**src/rtl/irq_merge_pkg.sv**
```systemverilog
package irq_merge_pkg;

  // Decoded CPU access for the current cycle.
  typedef struct packed {
    logic rd;
    logic wr;
  } port_cmd_t;

  // Build the command from active-low strobes and an address hit.
  function automatic port_cmd_t decode_cmd(input logic hit, input logic iorq_n,
                                           input logic rd_n, input logic wr_n);
    port_cmd_t c;
    c.rd = hit & ~iorq_n & ~rd_n;
    c.wr = hit & ~iorq_n & ~wr_n;
    return c;
  endfunction

endpackage

```
**src/rtl/irq_edge_sync.sv**
```systemverilog
module irq_edge_sync #(
  parameter int STAGES = 2
) (
  input  logic clk,
  input  logic rst,
  input  logic req_n,
  output logic fire
);

  localparam int LAST = STAGES - 1;

  logic [STAGES-1:0] chain;
  logic              prev;

  // Idle level of the line is high, so reset the chain to ones.
  always_ff @(posedge clk) begin
    if (rst) begin
      chain <= '1;
      prev  <= 1'b1;
    end else begin
      chain <= {chain[STAGES-2:0], req_n};
      prev  <= chain[LAST];
    end
  end

  // A high-to-low transition at the synchronizer output.
  assign fire = prev & ~chain[LAST];

endmodule

```
**src/rtl/irq_port_decode.sv**
```systemverilog
module irq_port_decode
  import irq_merge_pkg::*;
#(
  parameter int          ADDR_W   = 8,
  parameter int          REG_BITS = 4,
  parameter int          DATA_W   = 8,
  parameter int          NSRC     = 4,
  parameter logic [31:0] DEV_SEL  = 32'h4,
  parameter logic [31:0] REG_SEL  = 32'h0
) (
  input  logic              clk,
  input  logic              rst,
  input  logic [ADDR_W-1:0] port_addr,
  input  logic [DATA_W-1:0] wdata,
  input  logic              rd_n,
  input  logic              wr_n,
  input  logic              iorq_n,
  input  logic [NSRC-1:0]   pend,
  output logic [NSRC-1:0]   clr_mask,
  output logic [DATA_W-1:0] rdata
);

  localparam int DEV_BITS = ADDR_W - REG_BITS;

  logic [DEV_BITS-1:0] dev_field;
  logic [REG_BITS-1:0] reg_field;
  logic                hit;
  port_cmd_t           cmd;
  logic                wr_q;
  logic                wr_first;
  logic [DATA_W-1:0]   rd_word;

  assign dev_field = port_addr[ADDR_W-1:REG_BITS];
  assign reg_field = port_addr[REG_BITS-1:0];
  assign hit = (dev_field == DEV_SEL[DEV_BITS-1:0]) &&
               (reg_field == REG_SEL[REG_BITS-1:0]);
  assign cmd = decode_cmd(hit, iorq_n, rd_n, wr_n);

  // A strobe may last several clocks: clear only on its first cycle.
  always_ff @(posedge clk) begin
    if (rst) wr_q <= 1'b0;
    else     wr_q <= cmd.wr;
  end
  assign wr_first = cmd.wr & ~wr_q;

  // Clear bits written as zero.
  always_comb begin
    for (int i = 0; i < NSRC; i++) begin
      clr_mask[i] = wr_first & ~wdata[i];
    end
  end

  // Zero-extend the pending vector into the data word.
  always_comb begin
    rd_word = '0;
    for (int i = 0; i < NSRC; i++) begin
      rd_word[i] = pend[i];
    end
  end

  always_ff @(posedge clk) begin
    if (rst)         rdata <= '0;
    else if (cmd.rd) rdata <= rd_word;
    else             rdata <= '0;
  end

endmodule

```
**src/rtl/irq_pending_bank.sv**
```systemverilog
module irq_pending_bank #(
  parameter int NSRC = 4
) (
  input  logic            clk,
  input  logic            rst,
  input  logic [NSRC-1:0] set_v,
  input  logic [NSRC-1:0] clr_v,
  output logic [NSRC-1:0] pend,
  output logic            int_n
);

  // A set on the same edge as a clear takes precedence.
  always_ff @(posedge clk) begin
    if (rst) pend <= '0;
    else     pend <= (pend & ~clr_v) | set_v;
  end

  always_ff @(posedge clk) begin
    if (rst) int_n <= 1'b1;
    else     int_n <= ~(|pend);
  end

endmodule

```
**src/rtl/irq_merge_ctl.sv**
```systemverilog
module irq_merge_ctl #(
  parameter int          NSRC        = 4,
  parameter int          ADDR_W      = 8,
  parameter int          REG_BITS    = 4,
  parameter int          DATA_W      = 8,
  parameter logic [31:0] DEV_SEL     = 32'h4,
  parameter logic [31:0] REG_SEL     = 32'h0,
  parameter int          SYNC_STAGES = 2
) (
  input  logic              clk,
  input  logic              rst,
  input  logic [NSRC-1:0]   req_n,
  input  logic [ADDR_W-1:0] port_addr,
  input  logic [DATA_W-1:0] wdata,
  input  logic              rd_n,
  input  logic              wr_n,
  input  logic              iorq_n,
  output logic [DATA_W-1:0] rdata,
  output logic              int_n
);

  logic [NSRC-1:0] set_v;
  logic [NSRC-1:0] clr_v;
  logic [NSRC-1:0] pend;

  for (genvar g = 0; g < NSRC; g++) begin : g_src
    irq_edge_sync #(.STAGES(SYNC_STAGES)) u_sync (
      .clk   (clk),
      .rst   (rst),
      .req_n (req_n[g]),
      .fire  (set_v[g])
    );
  end

  irq_port_decode #(
    .ADDR_W   (ADDR_W),
    .REG_BITS (REG_BITS),
    .DATA_W   (DATA_W),
    .NSRC     (NSRC),
    .DEV_SEL  (DEV_SEL),
    .REG_SEL  (REG_SEL)
  ) u_dec (
    .clk       (clk),
    .rst       (rst),
    .port_addr (port_addr),
    .wdata     (wdata),
    .rd_n      (rd_n),
    .wr_n      (wr_n),
    .iorq_n    (iorq_n),
    .pend      (pend),
    .clr_mask  (clr_v),
    .rdata     (rdata)
  );

  irq_pending_bank #(.NSRC(NSRC)) u_bank (
    .clk   (clk),
    .rst   (rst),
    .set_v (set_v),
    .clr_v (clr_v),
    .pend  (pend),
    .int_n (int_n)
  );

endmodule

```
**config.mk**
```make
export PLATFORM = sky130hd
export DESIGN_NAME = irq_merge_ctl
export DESIGN_NICKNAME = d
export VERILOG_FILES = /design/src/rtl/irq_merge_pkg.sv /design/src/rtl/irq_edge_sync.sv /design/src/rtl/irq_port_decode.sv /design/src/rtl/irq_pending_bank.sv /design/src/rtl/irq_merge_ctl.sv
export SDC_FILE = /design/constraint.sdc
export NUM_CORES = 1
export LEC_CHECK = 0
export BUFFER_PORTS_ARGS = -buffer_cell sky130_fd_sc_hd__buf_2
export CELL_PAD_IN_SITES_DETAIL_PLACEMENT = 0
export CELL_PAD_IN_SITES_GLOBAL_PLACEMENT = 1
export CORE_MARGIN = 5
export CORE_UTILIZATION = 31
export CTS_BUF_LIST = sky130_fd_sc_hd__clkbuf_2 sky130_fd_sc_hd__clkbuf_4 sky130_fd_sc_hd__clkbuf_8
export DETAILED_ROUTE_END_ITERATION = 7
export PLACE_DENSITY_LB_ADDON = 0.2
export SYNTH_ARGS = -nofsm -noshare
export SYNTH_HDL_FRONTEND = slang
export SYNTH_SLANG_ARGS = --single-unit
export TNS_END_PERCENT = 20
```
**constraint.sdc**
```tcl
create_clock -name clk -period 0.9 [get_ports clk]
set_input_delay 0.135 -clock clk [delete_from_list [all_inputs] [get_ports clk]]
set_output_delay 0.135 -clock clk [all_outputs]
set_load 0.1 [all_outputs]
```
==> impl_metrics.env, run 1 <==
export IMPL_floorplan_initialDensity=0.331
export IMPL_worst_ep_arrival_time_ps=820
export IMPL_dr_pass1_iters=4
export IMPL_setup_ws_final_ps=-56.1
export IMPL_hold_viol=0
export IMPL_post_cts_repair_setup_buffers=0
export IMPL_fraction_of_the_cycle_the_final_worst_path_needs=1.06
export IMPL_drcViolationCount=0
export IMPL_sort_of_element_at_the_end_of_the_critical_path="output port"
export IMPL_cts_clk_pin_slew_worst_paths_ps=110
export IMPL_place_detailed_instances=124
export IMPL_final_cells=133
export IMPL_cell_row_count=17
export IMPL_post_synth_inst_count=72
export IMPL_largest_net_degree_at_the_start_of_global_routing=15
export IMPL_timing_critical_path_buf_inv=1
export IMPL_layout_drive_gt1_share=0.457
export IMPL_power_leakage_nw=0.442
export IMPL_finalSetupViolCount=5
export IMPL_post_route_min_period_ps=956
export IMPL_power_ir_vdd_worst_v=0.000967
export IMPL_critPathLaunch="u_dec.rdata[2]"
export IMPL_number_of_antenna_violations_at_the_first_check_in_global_routing=0
export IMPL_r2r_start="u_dec.wr_q"
export IMPL_hold_path_class="input pin to register"
export IMPL_num_nets_final=131
export IMPL_timing_critical_path_from_type="register"
export IMPL_grt_setup_unrepaired="yes"
export IMPL_critical_path_required_ps=760
export IMPL_count_of_distinct_cell_types_in_the_synthesized_netlist=16
export IMPL_gp_congestion=0.715
export IMPL_insertion_delay_ps=290
export IMPL_crit_family="flip-flops"
export IMPL_cts_root_to_sink_buffers=2
export IMPL_tritoncts_num_sinks=22
export IMPL_synth_avg_cell_area_um2=10.5
export IMPL_fin_skew_ps=3.54
export IMPL_post_synth_instance_area_um2=753
export IMPL_detail_route_iter0_violations=4
export IMPL_place_port_buffers=25
export IMPL_area_growth_pct=41.5
export IMPL_fin_hold_ws_ps=27.9
export IMPL_critical_path_max_fanout=1
export IMPL_route_antenna_remaining_nets=0
export IMPL_track_usage=0.0816
export IMPL_cts_made_buffers=3
export IMPL_critical_path_max_stage_delay_ps=360
export IMPL_drv_max_cap_violation_count=0
export IMPL_postSynthRegisterBits=22
export IMPL_antenna_cells=0
export IMPL_via_per_inst=4.08
export IMPL_cts_htree_levels=1
export IMPL_die_w_um=59.3
export IMPL_overall_power_after_layout_mw=1.79
export IMPL_tritoncts="done"
export IMPL_maxSlewViolCount=0
export IMPL_outcome="finished, violations left"
export IMPL_die_area_um2=3520
export IMPL_wire_length_of_the_first_global_routing_pass_mm=2.13
export IMPL_violations_in_the_final_reports="setup timing"
export IMPL_vias_after_detailed_routing=543
export IMPL_clockRootBuffer="sky130_fd_sc_hd__clkbuf_4"
export IMPL_floorplan_core_area_um2=2280
export IMPL_io_pins=34
export IMPL_timing_fmax_ghz=1.05
export IMPL_route_detailed_wl_per_inst_um=9.32
export IMPL_die_h_um=59.3
export IMPL_ys_warnings_count=0
export IMPL_seq_area_frac_synth=0.585
export IMPL_finalWirelength_mm=1.24
export IMPL_critical_path_slowest_cell="sky130_fd_sc_hd__dfxtp_2"
export IMPL_cellPowerDensity_nw_per_um2=1680
export IMPL_criticalPathCategory="register to output port"
export IMPL_timing_critical_path_cells="buf_12"
export IMPL_first_global_vias=528
export IMPL_globalRoute_totalOverflow=0
export IMPL_min_from="rd_n"
-- power breakdown --
| group | switching [mW] | total (mW) | internal [mW] |
|---|---|---|---|
| Clock | 0.265 | 0.512 | 0.246 |
| Combinational | 0.160 | 0.262 | 0.102 |
| Sequential | 0.00988 | 1.02 | 1.01 |
-- what timing repair did --
| item | 4_1_cts | 5_1_grt |
|---|---|---|
| pin swaps | 2 | 3 |
| hold buffers | 5 | 0 |
| resized for setup | 4 | 0 |
| hold endpoints to repair | 5 | 0 |
| endpoints found under the setup margin | 9 | 9 |
-- path summary, 6_finish.rpt --
path / to / slack [ps] / cells after the start
min reg2reg: g_src[3].u_sync.chain[1] / 420 / 1
max: rdata[2] / -60 / 1
max reg2reg: u_bank.pend[2] / 10 / 3
min: u_dec.rdata[0] / 30 / 2
-- layout make-up --
| class | count | area, um^2 |
|---|---|---|
| Sequential cell | 22 | 447 |
| Multi-Input combinational cell | 44 | 275 |
| Inverter | 4 | 15.0 |
| Fill cell | 210 | 1210 |
| Tap cell | 28 | 35.0 |
| Clock buffer | 4 | 36.3 |
| Timing Repair Buffer | 31 | 258 |
-- synthesized netlist by cell type (all sizes together) --
| library cell | count | area (um^2) |
|---|---|---|
| or2 | 12 | 75.1 |
| conb | 1 | 3.75 |
| dfxtp | 22 | 440 |
| nor3b | 1 | 7.51 |
| nand4b | 1 | 8.76 |
| clkbuf | 1 | 3.75 |
| o21a | 4 | 30.0 |
| nand4 | 1 | 6.26 |
| nor3 | 4 | 20.0 |
| nor4 | 1 | 21.3 |
| nand2b | 8 | 50.1 |
| inv | 4 | 15.0 |
| nor2 | 3 | 11.3 |
| a41o | 1 | 10.0 |
| a21oi | 4 | 20.0 |
| buf | 4 | 30.0 |
-- placed cells by master, fill, tap and decap left out, types with 3 or more instances in the layout --
cell type                       count
sky130_fd_sc_hd__inv_1              4
sky130_fd_sc_hd__a21oi_1            4
sky130_fd_sc_hd__dfxtp_2            5
sky130_fd_sc_hd__or2_2             12
sky130_fd_sc_hd__dlygate4sd3_1      5
sky130_fd_sc_hd__nand2b_1           8
sky130_fd_sc_hd__dfxtp_1           17
sky130_fd_sc_hd__nor3_1             4
sky130_fd_sc_hd__nor2_1             3
sky130_fd_sc_hd__o21a_1             4
sky130_fd_sc_hd__conb_1             4
sky130_fd_sc_hd__clkbuf_4           3
sky130_fd_sc_hd__buf_12             5
sky130_fd_sc_hd__buf_2             20
-- sequential cells by signal, indices dropped and copies added, names as in the netlist --
name / count
u_dec.rdata: 4
u_dec.wr_q: 1
u_bank.pend: 4
g_src.u_sync.prev: 4
u_bank.int_n: 1
g_src.u_sync.chain: 8
-- metrics by stage --
stage	utilization	TNS, ps	instance area (um^2)	setup slack [ps]
after floorplan	-	-576	766	-144
after global placement	0.428	-1320	975	-183
after detailed placement	0.428	-1550	975	-233
after CTS	0.468	-398	1070	-84.8
after global routing	0.468	-623	1070	-88.8
final	0.468	-262	1070	-56.1
-- worst register-to-register path: cells and delay by family, from the launching register on --
kind / cells / cell delay [ps]
simple gates: 2 / 250
flops: 1 / 320
compound gates: 1 / 230
-- logic make-up (layout without fill, tap and decap cells) --
| group | count (synthesis) | in the layout | synth area share |
|---|---|---|---|
| other | 1 | 4 | 0.00498 |
| flip-flops | 22 | 22 | 0.585 |
| AO/OA/AOI/OAI | 9 | 9 | 0.0797 |
| AND/OR/NAND/NOR | 31 | 31 | 0.266 |
| buffers and inverters | 9 | 39 | 0.0648 |
-- layer usage --
metal | vias to the layer above | routed length [um] | part of all wire | GRT usage
li1 | 291 | - | - | -
met2 | 14 | 638 | 0.51 | 0.139
met3 | 2 | 82 | 0.066 | 0.0240
met5 | - | 0 | 0 | 0
met1 | 236 | 505 | 0.41 | 0.0843
met4 | 0 | 13 | 0.010 | 0.0583
No activity file was read; power rests on OpenSTA's default activity.
==> run 2, diff against run 1 <==
Settings changed: CAP_MARGIN set to 25, CORE_UTILIZATION 31 to 33, SYNTH_HIERARCHICAL set to 1.
==> run 2 against run 1 <==
Net effect:
- the flow still finishes with violations (setup timing)
- via count increased by 16%
- maximum frequency down 18%
- setup slack got worse by 210 ps
- register-to-register slack worse by 280 ps
- total power up 16%
- routed wire length grew 22%
- critical path type is now register to register
- highest routed layer unchanged
==> impl_metrics.env, run 2 <==
export IMPL_cts_made_buffers=3
export IMPL_post_synth_instance_area_um2=880
export IMPL_track_usage=0.0981
export IMPL_postLayoutCoreUtil=0.507
export IMPL_power_ir_vdd_worst_v=0.00118
export IMPL_finalWirelength_mm=1.52
export IMPL_outcome="finished, violations left"
export IMPL_post_dp_hpwl_mm=1.18
export IMPL_critical_path_required_ps=1120
export IMPL_r2r_end="u_bank/pend[1]"
export IMPL_regMostFlops="g_src.u_sync/chain"
export IMPL_post_synth_most_frequent_cells="sky130_fd_sc_hd__dfxtp_1 (22), sky130_fd_sc_hd__or2_1 (12), sky130_fd_sc_hd__nor2b_1 (8)"
export IMPL_timing_fmax_ghz=0.856
export IMPL_num_nets_final=142
export IMPL_timing_critical_path_from_type="register"
export IMPL_critical_path_max_fanout=4
export IMPL_setup_ws_final_ps=-269
export IMPL_via_per_inst=4.33
export IMPL_place_port_buffers=25
export IMPL_async_reset_ff_frac=0
export IMPL_tritoncts="done"
export IMPL_tritoncts_num_sinks=22
export IMPL_seq_area_frac_synth=0.501
export IMPL_clockRootBuffer="sky130_fd_sc_hd__clkbuf_4"
export IMPL_largest_register_ff_count=8
export IMPL_power_internal_mw=1.59
export IMPL_hold_path_class="input pin to register"
export IMPL_p_seq_frac=0.490
export IMPL_sort_of_element_at_the_end_of_the_critical_path="register"
export IMPL_globalRoute_totalOverflow=0
export IMPL_cts_root_to_sink_buffers=2
export IMPL_vias_after_detailed_routing=632
export IMPL_number_of_antenna_violations_at_the_first_check_in_global_routing=0
export IMPL_die_h_um=61.6
export IMPL_violations_in_the_final_reports="setup timing"
export IMPL_detailed_place_area_um2=1150
export IMPL_sw_frac_of_total=0.239
export IMPL_die_area_um2=3800
export IMPL_layout_drive_gt1_share=0.543
export IMPL_post_route_min_period_ps=1170
export IMPL_largest_net_degree_at_the_start_of_global_routing=15
export IMPL_mostFrequentLayoutCell="sky130_fd_sc_hd__buf_2"
export IMPL_worst_ep_arrival_time_ps=1390
export IMPL_detail_route_iter0_violations=3
export IMPL_floorplan_core_area_um2=2520
export IMPL_yosysTopAreaCellShare=0.501
export IMPL_cts_clk_pin_slew_worst_paths_ps=120
export IMPL_r2r_start="u_dec/wr_q"
export IMPL_timing_critical_path_to="u_bank/pend[1]"
export IMPL_criticalPathCategory="register to register"
export IMPL_post_route_cell_area_um2=1280
export IMPL_floorplan_initialDensity=0.349
export IMPL_cts_htree_levels=1
export IMPL_maxSlewViolCount=0
export IMPL_dr_pass1_iters=2
export IMPL_fraction_of_the_cycle_the_final_worst_path_needs=1.30
export IMPL_wire_length_of_the_first_global_routing_pass_mm=2.66
export IMPL_cell_row_count=18
export IMPL_cellPowerDensity_nw_per_um2=1630
export IMPL_critPathLaunch="u_dec/wr_q"
export IMPL_hold_viol=0
export IMPL_grt_setup_unrepaired="yes"
export IMPL_first_global_vias=632
export IMPL_synth_avg_cell_area_um2=11.4
export IMPL_comb_power_share=0.147
export IMPL_post_synth_inst_count=77
export IMPL_postSynth_topFlopCell="sky130_fd_sc_hd__dfxtp_1"
export IMPL_postSynthRegisterBits=22
export IMPL_area_growth_pct=45.5
export IMPL_route_detailed_wl_per_inst_um=10.4
export IMPL_finalSetupViolCount=13
export IMPL_route_antenna_remaining_nets=0
export IMPL_total_switching_power_mw=0.500
export IMPL_place_detailed_instances=138
export IMPL_setup_tns_final_ps=-1790
export IMPL_post_synth_main_area_contributors="sky130_fd_sc_hd__dfxtp_1 (50%), sky130_fd_sc_hd__nor4_2 (10%), sky130_fd_sc_hd__or2_1 (8.5%)"
export IMPL_drcViolationCount=0
export IMPL_gp_congestion=0.696
export IMPL_worst_reg_to_reg_path_cell_count=4
export IMPL_io_pins=34
export IMPL_layout_cells_most_common_list="sky130_fd_sc_hd__buf_2 (20), sky130_fd_sc_hd__dfxtp_1 (14), sky130_fd_sc_hd__or2_1 (12)"
export IMPL_insertion_delay_ps=310
export IMPL_fin_skew_ps=0.918
export IMPL_slack_of_the_worst_reg_to_reg_path_ps=-270
export IMPL_ys_warnings_count=6
export IMPL_final_cells=146
export IMPL_die_w_um=61.6
export IMPL_preCtsSetupSlack_ps=-488
export IMPL_nFillCells=248
export IMPL_synth_edf_count=0
export IMPL_count_of_distinct_cell_types_in_the_synthesized_netlist=18
export IMPL_yosys_cell_count_top_type="sky130_fd_sc_hd__dfxtp_1"
export IMPL_power_leakage_nw=0.522
export IMPL_drv_max_cap_violation_count=0
export IMPL_synth_largest_area_cell="sky130_fd_sc_hd__dfxtp_1"
export IMPL_antenna_cells=0
export IMPL_power_frac_clock=0.363
run 2: changes by cell type in the layout (fill, tap and decap cells not counted), moves of 4 or more:
cell | previous run | this run
sky130_fd_sc_hd__a21oi_1 | 4 | 0
sky130_fd_sc_hd__buf_4 | 1 | 9
sky130_fd_sc_hd__nand2b_1 | 8 | 1
sky130_fd_sc_hd__nor2b_1 | 0 | 8
sky130_fd_sc_hd__nor3_1 | 4 | 0
sky130_fd_sc_hd__nor4_2 | 0 | 6
sky130_fd_sc_hd__or2_1 | 0 | 12
sky130_fd_sc_hd__or2_2 | 12 | 0
sky130_fd_sc_hd__or3_1 | 0 | 4
run 2: worst max-delay path, cell delays in order (launching register included):
cell and delay, ps:
sky130_fd_sc_hd__dfxtp_2 350, sky130_fd_sc_hd__or3_1 320, sky130_fd_sc_hd__nor4_2 170, sky130_fd_sc_hd__nor2b_1 80, sky130_fd_sc_hd__o21a_1 160
run 2: cells by family (layout without fill, tap and decap cells):
family,Yosys count,count (layout),synth area share
compound gates,5,5,0.0526
simple gates,41,41,0.383
flops,22,22,0.501
other cells,1,4,0.00426
buf+inv,8,44,0.0597
run 2: layer usage:
layer	wire (um)	GRT usage
met1	625	0.109
met5	0	0
met4	17	0.0364
met3	112	0.0377
met2	762	0.169
run 2: worst min-delay path by stage:
stage / startpoint / end / slack [ps] / cells after the start
after floorplan: req_n[0] / g_src[0].u_sync/chain[0] / 230 / 1
after global placement: req_n[0] / g_src[0].u_sync/chain[0] / 320 / 2
after detailed placement: req_n[3] / g_src[3].u_sync/chain[0] / 320 / 2
after CTS: rd_n / u_dec/rdata[2] / 90 / 3
after global routing: rd_n / u_dec/rdata[1] / 120 / 3
final: rd_n / u_dec/rdata[1] / 100 / 3
run 2: power by group through the flow:
stage / clock network, mW / registers (mW) / logic (mW)
6_report: 0.757 / 1.02 / 0.307
3_5_place_dp: 0 / 1.04 / 0.288
2_1_floorplan: 0 / 1.07 / 0.168
3_3_place_gp: 0 / 1.04 / 0.286
5_1_grt: 0.820 / 1.03 / 0.332
4_1_cts: 0.794 / 1.02 / 0.308
run 2: timing repair:
item                       CTS  global route
resized for setup           12             1
setup buffers                0             0
gates cloned                 0             0
pin swaps                    8             1
hold buffers                 4             0
hold endpoints to repair     4             0
setup endpoints to repair   13            14
run 2: area by class of cell:
class,count,area (um^2),area share
multi-input cells,50,417,0.326
flip-flops and latches,22,450,0.352
well taps,30,37.5,0.0293
repair buffers,39,319,0.249
clock buffers,3,22.5,0.0176
inverters,1,3.75,0.00293
clock inverters,1,30.0,0.0235
run 2: per-stage QoR:
step	total power [mW]	hold slack [ps]
after floorplan	1.24	232
after global placement	1.33	315
after detailed placement	1.33	317
after CTS	2.13	92.4
after global routing	2.18	116
final	2.09	104
==> run 3, diff against run 2 <==
Settings changed: CORE_ASPECT_RATIO set to 0.8, CORE_UTILIZATION 33 to 31, CTS_BUF_LIST sky130_fd_sc_hd__clkbuf_2 sky130_fd_sc_hd__clkbuf_4 sky130_fd_sc_hd__clkbuf_8 to not set.
==> run 3 against run 2 <==
Net effect:
- the flow still finishes with violations (setup timing)
- highest routed layer unchanged
- critical endpoint is now u_bank/pend[2]
- sequential power about the same
- critical path depth is the same
- design area grew 2.1%
==> impl_metrics.env, run 3 (synthesis results as in run 2) <==
export IMPL_fin_hold_ws_ps=118
export IMPL_cts_made_buffers=3
export IMPL_floorplan_core_area_um2=2740
export IMPL_worst_reg_to_reg_path_cell_count=4
export IMPL_drcViolationCount=0
export IMPL_critical_path_max_fanout=4
export IMPL_drv_max_cap_violation_count=0
export IMPL_cts_root_to_sink_buffers=2
export IMPL_globalRoute_totalOverflow=0
export IMPL_sw_frac_of_total=0.242
export IMPL_num_nets_final=143
export IMPL_insertion_delay_ps=310
export IMPL_hold_viol=0
export IMPL_worst_ep_arrival_time_ps=1410
export IMPL_dr_pass1_iters=4
export IMPL_critical_path_required_ps=1110
export IMPL_cts_clk_pin_slew_worst_paths_ps=130
export IMPL_total_switching_power_mw=0.508
export IMPL_floorplan_initialDensity=0.321
export IMPL_timing_fmax_ghz=0.838
export IMPL_power_frac_clock=0.362
export IMPL_power_leakage_nw=0.526
export IMPL_violations_in_the_final_reports="setup timing"
export IMPL_route_detailed_wl_per_inst_um=10.9
export IMPL_comb_power_share=0.150
export IMPL_p_seq_frac=0.488
export IMPL_timing_critical_path_cells="or3_1 > nor4_2 > nor2b_1 > o21a_1"
export IMPL_via_per_inst=4.15
export IMPL_gp_congestion=0.715
export IMPL_antenna_cells=0
export IMPL_power_ir_vdd_worst_v=0.00106
export IMPL_final_cells=155
export IMPL_fin_skew_ps=4.58
export IMPL_track_usage=0.0906
export IMPL_die_w_um=69.6
export IMPL_crit_family="simple AND/OR/NAND/NOR gates"
export IMPL_post_dp_hpwl_mm=1.21
export IMPL_power_internal_mw=1.59
export IMPL_min_from="rd_n"
export IMPL_detail_route_iter0_violations=10
export IMPL_die_h_um=57.6
export IMPL_critical_path_slowest_cell="sky130_fd_sc_hd__dfxtp_2"
export IMPL_critical_path_max_stage_delay_ps=360
export IMPL_worst_hold_path_num_cells=3
export IMPL_setup_ws_final_ps=-294
export IMPL_r2r_end="u_bank/pend[2]"
export IMPL_preCtsSetupSlack_ps=-460
export IMPL_finalSetupViolCount=14
export IMPL_wire_length_of_the_first_global_routing_pass_mm=2.89
export IMPL_largest_register_ff_count=8
export IMPL_timing_critical_path_buf_inv=0
export IMPL_maxSlewViolCount=0
export IMPL_critPathLaunch="u_dec/wr_q"
export IMPL_outcome="finished, violations left"
export IMPL_clockRootBuffer="sky130_fd_sc_hd__clkbuf_4"
export IMPL_tritoncts_num_sinks=22
export IMPL_layout_drive_gt1_share=0.564
export IMPL_nFillCells=262
export IMPL_cellPowerDensity_nw_per_um2=1610
export IMPL_grt_setup_unrepaired="yes"
export IMPL_r2r_start="u_dec/wr_q"
export IMPL_vias_after_detailed_routing=644
export IMPL_fraction_of_the_cycle_the_final_worst_path_needs=1.33
export IMPL_number_of_antenna_violations_at_the_first_check_in_global_routing=0
export IMPL_place_detailed_instances=147
export IMPL_route_antenna_remaining_nets=0
export IMPL_layout_cells_most_common_list="sky130_fd_sc_hd__buf_2 (20), sky130_fd_sc_hd__dfxtp_1 (13), sky130_fd_sc_hd__or2_1 (12)"
export IMPL_hold_end="u_dec/rdata[3]"
export IMPL_post_cts_repair_setup_buffers=0
export IMPL_finalWirelength_mm=1.68
export IMPL_slack_of_the_worst_reg_to_reg_path_ps=-290
export IMPL_cell_row_count=17
export IMPL_regMostFlops="g_src.u_sync/chain"
export IMPL_hold_path_class="input pin to register"
export IMPL_tritoncts="done"
export IMPL_first_global_vias=654
export IMPL_sort_of_element_at_the_end_of_the_critical_path="register"
export IMPL_largest_net_degree_at_the_start_of_global_routing=15
export IMPL_criticalPathCategory="register to register"
export IMPL_io_pins=34
export IMPL_cts_htree_levels=1
export IMPL_mostFrequentLayoutCell="sky130_fd_sc_hd__buf_2"
export IMPL_area_growth_pct=48.5
export IMPL_place_port_buffers=25
export IMPL_post_route_min_period_ps=1190
export IMPL_timing_critical_path_from_type="register"
export IMPL_die_area_um2=4010
run 3: cell types whose count changed in the layout (fill, tap and decap cells not counted):
| cell | delta |
|---|---|
| sky130_fd_sc_hd__or3b_4 | +1 |
| sky130_fd_sc_hd__buf_4 | +1 |
| sky130_fd_sc_hd__dfxtp_2 | +1 |
| sky130_fd_sc_hd__or3b_2 | -1 |
| sky130_fd_sc_hd__or3_1 | -1 |
| sky130_fd_sc_hd__or3_4 | +1 |
| sky130_fd_sc_hd__dfxtp_1 | -1 |
run 3: area by class of cell:
type                    count  area [um^2]  area share
well taps                  38         47.5      0.0364
clock inverters             1         30.0      0.0230
inverters                   1         3.75     0.00287
multi-input cells          50          424       0.325
flip-flops and latches     22          452       0.346
clock buffers               3         22.5      0.0172
repair buffers             40          327       0.250
run 3: worst max-delay path by stage:
stage | cells past startpoint | slack (ps) | endpoint
after CTS | 4 | -290 | u_bank/pend[2]
after global placement | 5 | -470 | u_bank/pend[1]
final | 4 | -290 | u_bank/pend[2]
after global routing | 4 | -350 | u_bank/pend[2]
after detailed placement | 5 | -460 | u_bank/pend[2]
after floorplan | 5 | -360 | u_bank/pend[0]
run 3: worst reg2reg max path, cell delays in order, from the launching register on:
cell	delay [ps]
sky130_fd_sc_hd__dfxtp_2	360
sky130_fd_sc_hd__or3_1	320
sky130_fd_sc_hd__nor4_2	180
sky130_fd_sc_hd__nor2b_1	80
sky130_fd_sc_hd__o21a_1	170
run 3: repair_timing:
action	CTS	global route
gates resized for setup	16	0
pin swaps	9	0
setup endpoints to repair	14	14
hold buffers	4	0
hold endpoints to repair	4	0
run 3: routing by layer:
layer | vias to the layer above | global-route usage | share of wire
li1 | 337 | - | -
met1 | 294 | 0.105 | 0.43
met2 | 11 | 0.155 | 0.51
met3 | 2 | 0.0433 | 0.051
met4 | 0 | 0.0167 | 0.0083
met5 | - | 0 | 0
run 3: per-stage QoR:
step	setup TNS (ps)	utilization	instance area, um^2	total power [mW]
floorplan	-3250	-	896	1.24
global placement	-3820	0.427	1170	1.33
detailed placement	-3890	0.427	1170	1.33
CTS	-1960	0.476	1310	2.11
global route	-2490	0.476	1310	2.19
finish	-1920	0.476	1310	2.10
run 3: power groups by stage:
| stage | clock network, mW | registers [mW] | logic (mW) |
|---|---|---|---|
| after CTS | 0.774 | 1.03 | 0.315 |
| after global routing | 0.823 | 1.03 | 0.339 |
| after global placement | 0 | 1.04 | 0.289 |
| after detailed placement | 0 | 1.05 | 0.289 |
| after floorplan | 0 | 1.07 | 0.168 |
| final | 0.759 | 1.02 | 0.315 |
